==> config.mk <==
export PLATFORM = sky130hd
export DESIGN_NAME = iack_arbiter
export DESIGN_NICKNAME = d
export VERILOG_FILES = /design/src/rtl/iack_pkg.sv /design/src/rtl/iack_pick.sv /design/src/rtl/iack_line.sv /design/src/rtl/iack_arbiter.sv
export SDC_FILE = /design/constraint.sdc
export NUM_CORES = 1
export LEC_CHECK = 0
export ABC_AREA = 1
export BUFFER_PORTS_ARGS = -buffer_cell sky130_fd_sc_hd__buf_2
export CAP_MARGIN = 10
export CORE_UTILIZATION = 45
export CTS_BUF_LIST = sky130_fd_sc_hd__clkbuf_4 sky130_fd_sc_hd__clkbuf_8 sky130_fd_sc_hd__clkbuf_16
export DETAILED_ROUTE_END_ITERATION = 16
export PLACE_DENSITY = 0.86
export SLEW_MARGIN = 20
export SYNTH_ARGS = -nofsm -noshare
export SYNTH_HDL_FRONTEND = slang
export SYNTH_SLANG_ARGS = --single-unit
==> constraint.sdc <==
create_clock -name clk -period 17 [get_ports clk]
set_input_delay 1.7 -clock clk [delete_from_list [all_inputs] [get_ports clk]]
set_output_delay 1.7 -clock clk [all_outputs]
set_load 0.01 [all_outputs]
==> src/rtl/iack_pkg.sv <==
package iack_pkg;
  typedef enum logic [2:0] {
    REG_TASKPRI = 3'd0,
    REG_WHOAMI  = 3'd1,
    REG_ACK     = 3'd2,
    REG_EOI     = 3'd3,
    REG_SPUR    = 3'd4
  } iack_reg_e;
endpackage

==> src/rtl/iack_pick.sv <==
module iack_pick #(
  parameter int N  = 8,
  parameter int PW = 4,
  parameter int IW = 3
) (
  input  logic [N-1:0]    sel,
  input  logic [N*PW-1:0] prio,
  output logic            found,
  output logic [IW-1:0]   idx,
  output logic [PW-1:0]   best
);
  // strict compare while scanning upward keeps the lowest index on ties
  always_comb begin
    found = 1'b0;
    idx   = '0;
    best  = '0;
    for (int i = 0; i < N; i++) begin
      if (sel[i] && (!found || prio[i*PW +: PW] > best)) begin
        found = 1'b1;
        idx   = IW'(i);
        best  = prio[i*PW +: PW];
      end
    end
  end
endmodule

==> src/rtl/iack_line.sv <==
module iack_line (
  input  logic clk,
  input  logic rst_n,
  input  logic lower,
  input  logic set,
  input  logic set_crit,
  output logic irq_o,
  output logic crit_o
);
  always_ff @(posedge clk) begin
    if (!rst_n) begin
      irq_o  <= 1'b0;
      crit_o <= 1'b0;
    end else begin
      if (lower) begin
        irq_o  <= 1'b0;
        crit_o <= 1'b0;
      end
      if (set) begin
        if (set_crit) crit_o <= 1'b1;
        else          irq_o  <= 1'b1;
      end
    end
  end


  ack_lower_chk: assert property (@(posedge clk) disable iff (!rst_n)
    lower && !set |=> !irq_o && !crit_o);

  line_route_chk: assert property (@(posedge clk) disable iff (!rst_n)
    set && set_crit && !lower && !$past(crit_o) |=> crit_o && $stable(irq_o));
endmodule

==> src/rtl/iack_arbiter.sv <==
module iack_arbiter #(
  parameter int NSRC      = 8,
  parameter int PW        = 4,
  parameter int VEC_W     = 8,
  parameter int ROUTE_W   = 4,
  parameter int CPU_ID    = 1,
  parameter int CRIT_BASE = 3,
  localparam int IW       = (NSRC > 1) ? $clog2(NSRC) : 1
) (
  input  logic                     clk,
  input  logic                     rst_n,
  input  logic                     raise_vld,
  input  logic [IW-1:0]            raise_idx,
  input  logic [NSRC*PW-1:0]       src_prio,
  input  logic [NSRC*VEC_W-1:0]    src_vec,
  input  logic [NSRC-1:0]          src_active,
  input  logic [NSRC-1:0]          src_level,
  input  logic [NSRC*ROUTE_W-1:0]  src_route,
  input  logic                     crit_en,
  input  logic                     reg_rd,
  input  logic                     reg_wr,
  input  logic [2:0]               reg_addr,
  input  logic [31:0]              reg_wdata,
  output logic [31:0]              reg_rdata,
  output logic                     irq_o,
  output logic                     crit_o,
  output logic                     act_clr_vld,
  output logic [IW-1:0]            act_clr_idx,
  output logic                     pend_clr_vld
);
  import iack_pkg::*;

  localparam int CRIT_BIT = CRIT_BASE - CPU_ID;

  function automatic logic [PW-1:0] prio_of(input logic [IW-1:0] i);
    return src_prio[i*PW +: PW];
  endfunction

  function automatic logic crit_of(input logic [IW-1:0] i);
    return crit_en && src_route[i*ROUTE_W + CRIT_BIT];
  endfunction

  function automatic logic [NSRC-1:0] bit_of(input logic [IW-1:0] i);
    return {{(NSRC-1){1'b0}}, 1'b1} << i;
  endfunction

  logic [NSRC-1:0]  raised_q, serv_q, raised_nxt, serv_nxt, serv_rest;
  logic [PW-1:0]    tpri_q;
  logic [VEC_W-1:0] spur_q;

  logic            r_found, s_found, rest_found;
  logic [IW-1:0]   r_idx, s_idx, rest_idx;
  logic [PW-1:0]   r_prio, s_prio, rest_prio;

  iack_pick #(.N(NSRC), .PW(PW), .IW(IW)) u_pick_raised (
    .sel(raised_q), .prio(src_prio), .found(r_found), .idx(r_idx), .best(r_prio));
  iack_pick #(.N(NSRC), .PW(PW), .IW(IW)) u_pick_serv (
    .sel(serv_q), .prio(src_prio), .found(s_found), .idx(s_idx), .best(s_prio));
  assign serv_rest = s_found ? (serv_q & ~bit_of(s_idx)) : serv_q;
  iack_pick #(.N(NSRC), .PW(PW), .IW(IW)) u_pick_rest (
    .sel(serv_rest), .prio(src_prio), .found(rest_found), .idx(rest_idx), .best(rest_prio));

  // named events
  logic rd_ack, eoi_wr, ack_ok, raise_take, raise_pulse, eoi_pulse;
  logic [PW-1:0] raise_pri;
  assign rd_ack      = reg_rd && (reg_addr == REG_ACK);
  assign eoi_wr      = reg_wr && (reg_addr == REG_EOI);
  assign ack_ok      = rd_ack && r_found && src_active[r_idx] && (r_prio > tpri_q);
  assign raise_pri   = prio_of(raise_idx);
  assign raise_take  = raise_vld && (raise_pri > tpri_q);
  assign raise_pulse = raise_take && (!r_found || raise_pri >= r_prio);
  assign eoi_pulse   = eoi_wr && r_found && (!rest_found || r_prio > rest_prio);

  assign act_clr_vld  = rd_ack && r_found && (!ack_ok || !src_level[r_idx]);
  assign pend_clr_vld = rd_ack && r_found && !src_level[r_idx];
  assign act_clr_idx  = r_idx;

  always_comb begin
    raised_nxt = raised_q;
    if (rd_ack && r_found) raised_nxt = raised_nxt & ~bit_of(r_idx);
    if (raise_take)        raised_nxt = raised_nxt | bit_of(raise_idx);
    serv_nxt = serv_q;
    if (ack_ok)            serv_nxt = serv_nxt | bit_of(r_idx);
    if (eoi_wr && s_found) serv_nxt = serv_nxt & ~bit_of(s_idx);
  end

  always_ff @(posedge clk) begin
    if (!rst_n) begin
      raised_q <= '0;
      serv_q   <= '0;
      tpri_q   <= '1;
      spur_q   <= '1;
    end else begin
      raised_q <= raised_nxt;
      serv_q   <= serv_nxt;
      if (reg_wr && reg_addr == REG_TASKPRI) tpri_q <= reg_wdata[PW-1:0];
      if (reg_wr && reg_addr == REG_SPUR)    spur_q <= reg_wdata[VEC_W-1:0];
    end
  end

  always_comb begin
    case (reg_addr)
      REG_TASKPRI: reg_rdata = 32'(tpri_q);
      REG_WHOAMI:  reg_rdata = 32'(CPU_ID);
      REG_ACK:     reg_rdata = ack_ok ? 32'(src_vec[r_idx*VEC_W +: VEC_W]) : 32'(spur_q);
      REG_SPUR:    reg_rdata = 32'(spur_q);
      default:     reg_rdata = 32'd0;
    endcase
  end

  iack_line u_line (
    .clk(clk), .rst_n(rst_n),
    .lower(rd_ack),
    .set(raise_pulse || eoi_pulse),
    .set_crit(raise_pulse ? crit_of(raise_idx) : crit_of(r_idx)),
    .irq_o(irq_o), .crit_o(crit_o));


  raise_drop_chk: assert property (@(posedge clk) disable iff (!rst_n)
    raise_vld && raise_pri <= tpri_q && !rd_ack |=> raised_q == $past(raised_q));

  tpri_wr_chk: assert property (@(posedge clk) disable iff (!rst_n)
    reg_wr && reg_addr == REG_TASKPRI |=> tpri_q == $past(reg_wdata[PW-1:0]));

  ack_serv_chk: assert property (@(posedge clk) disable iff (!rst_n)
    ack_ok |=> $countones(serv_q) == $countones($past(serv_q | bit_of(r_idx))));

  eoi_retire_chk: assert property (@(posedge clk) disable iff (!rst_n)
    eoi_wr && s_found |=> $countones(serv_q) + 1 == $countones($past(serv_q)));

  clr_with_ack_chk: assert property (@(posedge clk) disable iff (!rst_n)
    (act_clr_vld || pend_clr_vld) |-> rd_ack && r_found);

  ack_remove_chk: assert property (@(posedge clk) disable iff (!rst_n)
    rd_ack && r_found && !raise_vld |=> !raised_q[$past(r_idx)]);
endmodule

# Word-level counts from Yosys, hierarchy flattened
# Index checks and enable logic that the tools add are counted.
[totals]
input_bits = 188
word_cells = 223
ff_bits = 30
[op_classes]
order_cmp = 28
add_sub_neg = 2
shift = 5
n_eq_ne = 4
bitwise_logic = 7
reduce_logical = 88
mux = 83
[ops]
columns = ["op", "n"]
rows = [
  ["4-bit > comparator", 24],
  ["4-bit 2-to-1 mux", 23],
  ["64-bit by 7-bit indexed part select with 8-bit output", 1],
  ["8-bit 2-to-1 mux", 6],
  ["1-bit logical AND", 37],
  ["1-bit 2-to-1 mux", 37],
  ["8-bit one-hot mux with 4 select lines", 1],
  ["32-bit by 6-bit indexed part select with 4-bit output", 1],
  ["1-bit logical NOT", 25],
  ["1-bit logical OR", 25],
  ["8-bit AND", 3],
  ["3-bit 2-to-1 mux", 8],
  ["1-bit by 3-bit left shift with 8-bit output (first input constant)", 3],
  ["8-bit inverter", 2],
  ["8-bit bitwise OR", 2],
  ["5-bit by 2-bit adder with 6-bit output (second input constant)", 2],
  ["6-bit < comparator (second input constant)", 2],
  ["1-bit binary-select mux with 5-bit select", 2],
  ["2-bit 2-to-1 mux", 4],
  ["1-bit binary-select mux with 3-bit select", 2],
  ["3-bit by 2-bit == test with 1-bit output (second input constant)", 2],
  ["4-bit greater-or-equal comparator", 1],
  ["3-bit by 4-bit < comparator with 1-bit output (second input constant)", 1],
  ["3-bit by 1-bit == test with 1-bit output (second input constant)", 1],
  ["2 further kinds", 2],
]

# Depth between registers and ports, before layout
[logic_depth]
ltp_word = 67
depth_mapped = 161
mapped_depth_nobuf = 157

# By module
# A second synthesis with hierarchy kept.
[unflattened]
hier_cells = 1319
area_unflattened_um2 = 7248.2
[modules_own_cells]
columns = ["module", "seq_area_each_um2", "instances", "cells_per_inst", "area_each_um2"]
rows = [
  ["iack_pick", 0.0, 3, 226, 1257.5],
  ["iack_arbiter", 560.5, 1, 630, 3395.8],
  ["iack_line", 40.0, 1, 11, 80.1],
]

# Least setup slack after synthesis
# No wires, ideal clock.
[synth_timing]
path_kind = "input -> register"
startpoint = "in src_prio[3]"
endpoint = "reg u_line.crit_o"
setup_time_ns = 0.132
n_path_buf = 3
arrival_ns = 16.610
path_stages = 150
path_slack_ns = 0.258
path_cell_list = "nand2_1 ha_1 nand2_1 inv_1 nand2_1 nand2_1 nand2_1 a21oi_1 inv_1 o21ai_0 ha_1 nand2_1 inv_1 nand2_1 nand2_1 nand2_1 nand2_1 nand2_1 (+114 left out) o211ai_1 nand2_1 nand2_1 nand2_1 nand2_1 or2_2 nand2_1 ha_1 inv_1 nor2_1 o21bai_1 nand2_1 o21ai_0 o21ai_0 nand3_1 nand2_1 nand3_1 a21oi_1"
[synth_via]
elab_chain_cells = 67
word_cells_on_any_way = 165
classes_between = "1 x add/sub; 24 x order compare; 2 x shift; 65 x mux; 2 x bitwise; 71 x reduce/logical"
[synth_lines]
columns = ["element", "line_no", "text"]
rows = [
  ["start: declaration", "iack_arbiter.sv:14", "input logic [NSRC*PW-1:0] src_prio,"],
  ["4-bit 2-to-1 mux", "iack_pick.sv:18", "if (sel[i] && (!found || prio[i*PW +: PW] > best)) begin"],
  ["4-bit > comparator", "iack_pick.sv:18", ""],
  ["1-bit logical OR", "iack_pick.sv:18", ""],
  ["1-bit logical AND", "iack_pick.sv:18", ""],
  ["4-bit 2-to-1 mux or 1-bit 2-to-1 mux (tied branches)", "iack_pick.sv:18", ""],
  ["4-bit > comparator or 1-bit logical NOT (tied branches)", "iack_pick.sv:18", ""],
  ["1-bit logical OR", "iack_pick.sv:18", ""],
  ["1-bit logical AND", "iack_pick.sv:18", ""],
  ["(+51 left out)", "-", ""],
  ["1-bit logical OR", "iack_pick.sv:18", ""],
  ["1-bit logical AND", "iack_pick.sv:18", ""],
  ["4-bit 2-to-1 mux or 1-bit 2-to-1 mux (tied branches)", "iack_pick.sv:18", ""],
  ["4-bit > comparator or 1-bit logical NOT (tied branches)", "iack_arbiter.sv:72", "assign eoi_pulse = eoi_wr && r_found && (!rest_found || r_prio > rest_prio);"],
  ["1-bit logical OR", "iack_arbiter.sv:72", ""],
  ["1-bit logical AND", "iack_arbiter.sv:72", ""],
  ["1-bit logical OR", "iack_arbiter.sv:114", ".set(raise_pulse || eoi_pulse),"],
  ["1-bit 2-to-1 mux (*)", "iack_line.sv:19", "if (set) begin"],
  ["end signal: assignment", "iack_line.sv:13", "crit_o <= 1'b0;"],
  ["end signal: assignment", "iack_line.sv:17", "crit_o <= 1'b0;"],
  ["end signal: assignment", "iack_line.sv:20", "if (set_crit) crit_o <= 1'b1;"],
  ["end: declaration", "iack_line.sv:8", "output logic crit_o"],
]
# Mark *: on every way between the ends. The rest lies on a longest branch, timed or not. The select of a mux whose other input is x is not followed.
# A chain may end at the register's enable or synchronous reset.

# Worst setup path in the final report
[layout_timing]
startpoint = "in src_prio[2]"
endpoint = "reg u_line.crit_o"
# The elaborated chain is that of the path after synthesis.

==> impl_metrics.ini <==
[run_status]
status = complete, but fails checks
violations = setup timing

[synth]
ys.warnings.count = 0
synthTopCellsByArea = ha_1 20%, nand2_1 16%, dfxtp_1 9.6%, o21ai_0 8.0%, inv_1 5.6%
yosysTopAreaCellShare = 0.197
synthesis.area_sq_um = 6280
syn-instance-count = 1004
ys_ff_latch = 30
syn_area_per_cell_sq_um = 6.25
synth-seq-area-share = 0.0957
ys_types = 48
netlist.top_cell.by_area = ha_1

[cts]
clock_latency_ns = 0.28
cts-root-buf = clkbuf_16
cts_tree = yes
clockBufferDepth = 2
clkSinkCount = 30
clkSlewWorstSetupHoldPaths_ns = 0.05
ctsHtreeMaxLevel = 2
cts_buffers = 5
ctsHoldBuffers = 0

[global_route]
overflow = 0
grt_use_met2 = 0.557
grt_pass1_vias = 7891
grt_antenna_before_repair = 1
grt_max_degree = 23
grtUsageTotal = 0.314
use_met1 = 0.349
grt_busiest_layer = met2
grt_use_met3 = 0.0632
grt_pass1_wl_um = 36500

[min_path]
hp-start = u_line.crit_o
min_to = u_line.crit_o
hp-class = register to register
hold_path_depth = 2

[pwr]
power_frac_clock = 0.305
p_sw_uw = 111
netSwitchingFraction = 0.377
intPower_uw = 184
power_uw = 295
p_leak_nw = 4.81
p_seq_frac = 0.248
max-vdd-ir-drop_mv = 0.0695
comb_power_share = 0.448
powerDensity_nw_per_um2 = 32.2

[timing]
tightestPinTransition_ns = 0.833
rsz0062_at_grt = true
relSlewSlack = 0.444
tns_ns = -2.16
drv_slew = 0
fin_ws_ns = -1.09
skew_ns = 0.00851
fin_crit_sh = 1.06
setup_viol = 2
max_freq_mhz = 55.3
min_period_ns = 18.09
final-hold-violation-count = 0

[worst_setup_path]
reg2reg_from = serv_q[0]
max_stage_delay_ns = 0.33
critPathLaunchType = input pin
cp_common_cell = nand2_1
worstPathArrival_ns = 18.29
cp_slowest_cell = ha_1
regToRegSetupSlack_ns = -0.29
critPathMaxFanout = 8
cp_num_buf_inv = 24
cp.required_ns = 17.21
timing.rr.end = u_line.crit_o
rr_worst_depth = 147
cp_top_family = simple AND/OR/NAND/NOR gates
worstSetupEndpointType = register
path_class = input pin to register

[placement]
portBuffers = 154
pre_cts_ws_ns = -1.49
dp_cells = 1407
place.gp.congestion = 0.949
post-dp-hpwl_um = 17600

[routing]
wl_per_cell_um = 17.9
vias_per_cell = 5.93
drt_iter0_markers = 728
ant_nets = 0
via_count = 8712
drcViolationCount = 0
routed_wl_um = 26200
first_pass_iters = 8

[finish]
layout.cells.most_common = nand2_1
multi_input_area_sq_um = 5830
regArea_sq_um = 601
fin_cells = 1469
nFillCells = 1044
area_growth_pct = 45.9
layout-drive-gt1-share = 0.410
final_nets = 1578
layout_common_cells = 210 x nand2_1, 150 x buf_2, 139 x buf_4

[die]
dieArea_sq_um = 14400
io-pin-count = 227
core_area_sq_um = 13400
fp-row-count = 42
start_util = 0.469
die_h_um = 120
die_w_um = 120

[run]
cap_violations = 0
## worst register-to-register path, delay by kind of cell, from the launching register on
family          cells  cell delay, ns
flops               1            0.61
simple gates       75            6.81
fa+ha+maj          14            3.97
compound gates     35            3.83
buf+inv            23            2.06
## kinds of logic after synthesis
family                     count (synthesis)  share of synthesized area
adders and majority gates                 99                      0.197
and+or+nand+nor                          454                      0.325
AOI/OAI and AO/OA                        265                      0.267
other                                      1                   0.000597
DFF                                       30                     0.0957
buffers and inverters                    155                      0.115
## what timing repair did
action / CTS / global route
resized for setup: 114 / 110
setup buffers: 31 / 19
pin swaps: 82 / 118
gates cloned: 3 / 0
endpoints found under the setup margin: 2 / 2
## worst max path at each step
stage                startpoint       endpoint  slack [ns]  depth (start not counted)
floorplan           src_prio[3]  u_line.crit_o        0.26                        150
global placement    src_prio[3]  u_line.crit_o       -1.11                        145
detailed placement  src_prio[3]  u_line.crit_o       -1.49                        148
CTS                 src_prio[3]  u_line.crit_o       0.002                        150
global route        src_prio[2]  u_line.crit_o       -1.86                        149
finish              src_prio[2]  u_line.crit_o       -1.09                        148
## cell type report
cell class / instances / area share
Multi-Input combinational cell: 845 / 0.636
Antenna cell: 1 / 0.000273
Clock buffer: 6 / 0.0152
Clock inverter: 2 / 0.00137
Tap cell: 176 / 0.0240
Inverter: 109 / 0.0460
Sequential cell: 30 / 0.0656
Timing Repair Buffer: 300 / 0.211
## per-stage QoR
step,cell area (sq um),utilization,hold slack (ns)
after global placement,7780,0.581,0.468
after global routing,9160,0.683,0.497
after CTS,8540,0.637,0.487
final,9160,0.683,0.486
after floorplan,6360,-,0.452
after detailed placement,7780,0.581,0.479
## cells in the mapped netlist (all sizes together)
cell,instances
clkinv,4
inv,105
o22ai,26
conb,1
a221oi,3
o221ai,11
nor3,7
nand3,56
o2111ai,1
o21bai,15
and2,5
buf,35
o211ai,18
nand4,12
a31oi,2
o31ai,11
o221a,6
dfxtp,30
o311ai,2
nand2,291
nor2,75
o21ai,116
o21a,4
a21boi,1
nand3b,4
o32ai,2
a21oi,47
or3,1
ha,99
clkbuf,11
or2,3
## registers in the layout (all words and copies together) (netlist names)
name and cells:
raised_q 8, u_line.crit_o 1, spur_q 8, u_line.irq_o 1, serv_q 8, tpri_q 4
## per-layer routing
| metal | vias up | share of wire | wire [um] |
|---|---|---|---|
| li1 | 4012 | - | - |
| met1 | 3946 | 0.35 | 9260 |
| met2 | 585 | 0.48 | 12600 |
| met3 | 169 | 0.099 | 2590 |
| met4 | 0 | 0.066 | 1740 |
| met5 | - | 0 | 0 |
## power groups by stage
| stage | clock (mW) | sequential [mW] | combinational (mW) |
|---|---|---|---|
| finish | 0.0899 | 0.0730 | 0.132 |
| CTS | 0.0891 | 0.0730 | 0.116 |
| global placement | 0 | 0.0744 | 0.107 |
| detailed placement | 0 | 0.0745 | 0.110 |
| global route | 0.0932 | 0.0731 | 0.144 |
| floorplan | 0 | 0.0742 | 0.0692 |
Power figures use the tool's default switching activity.
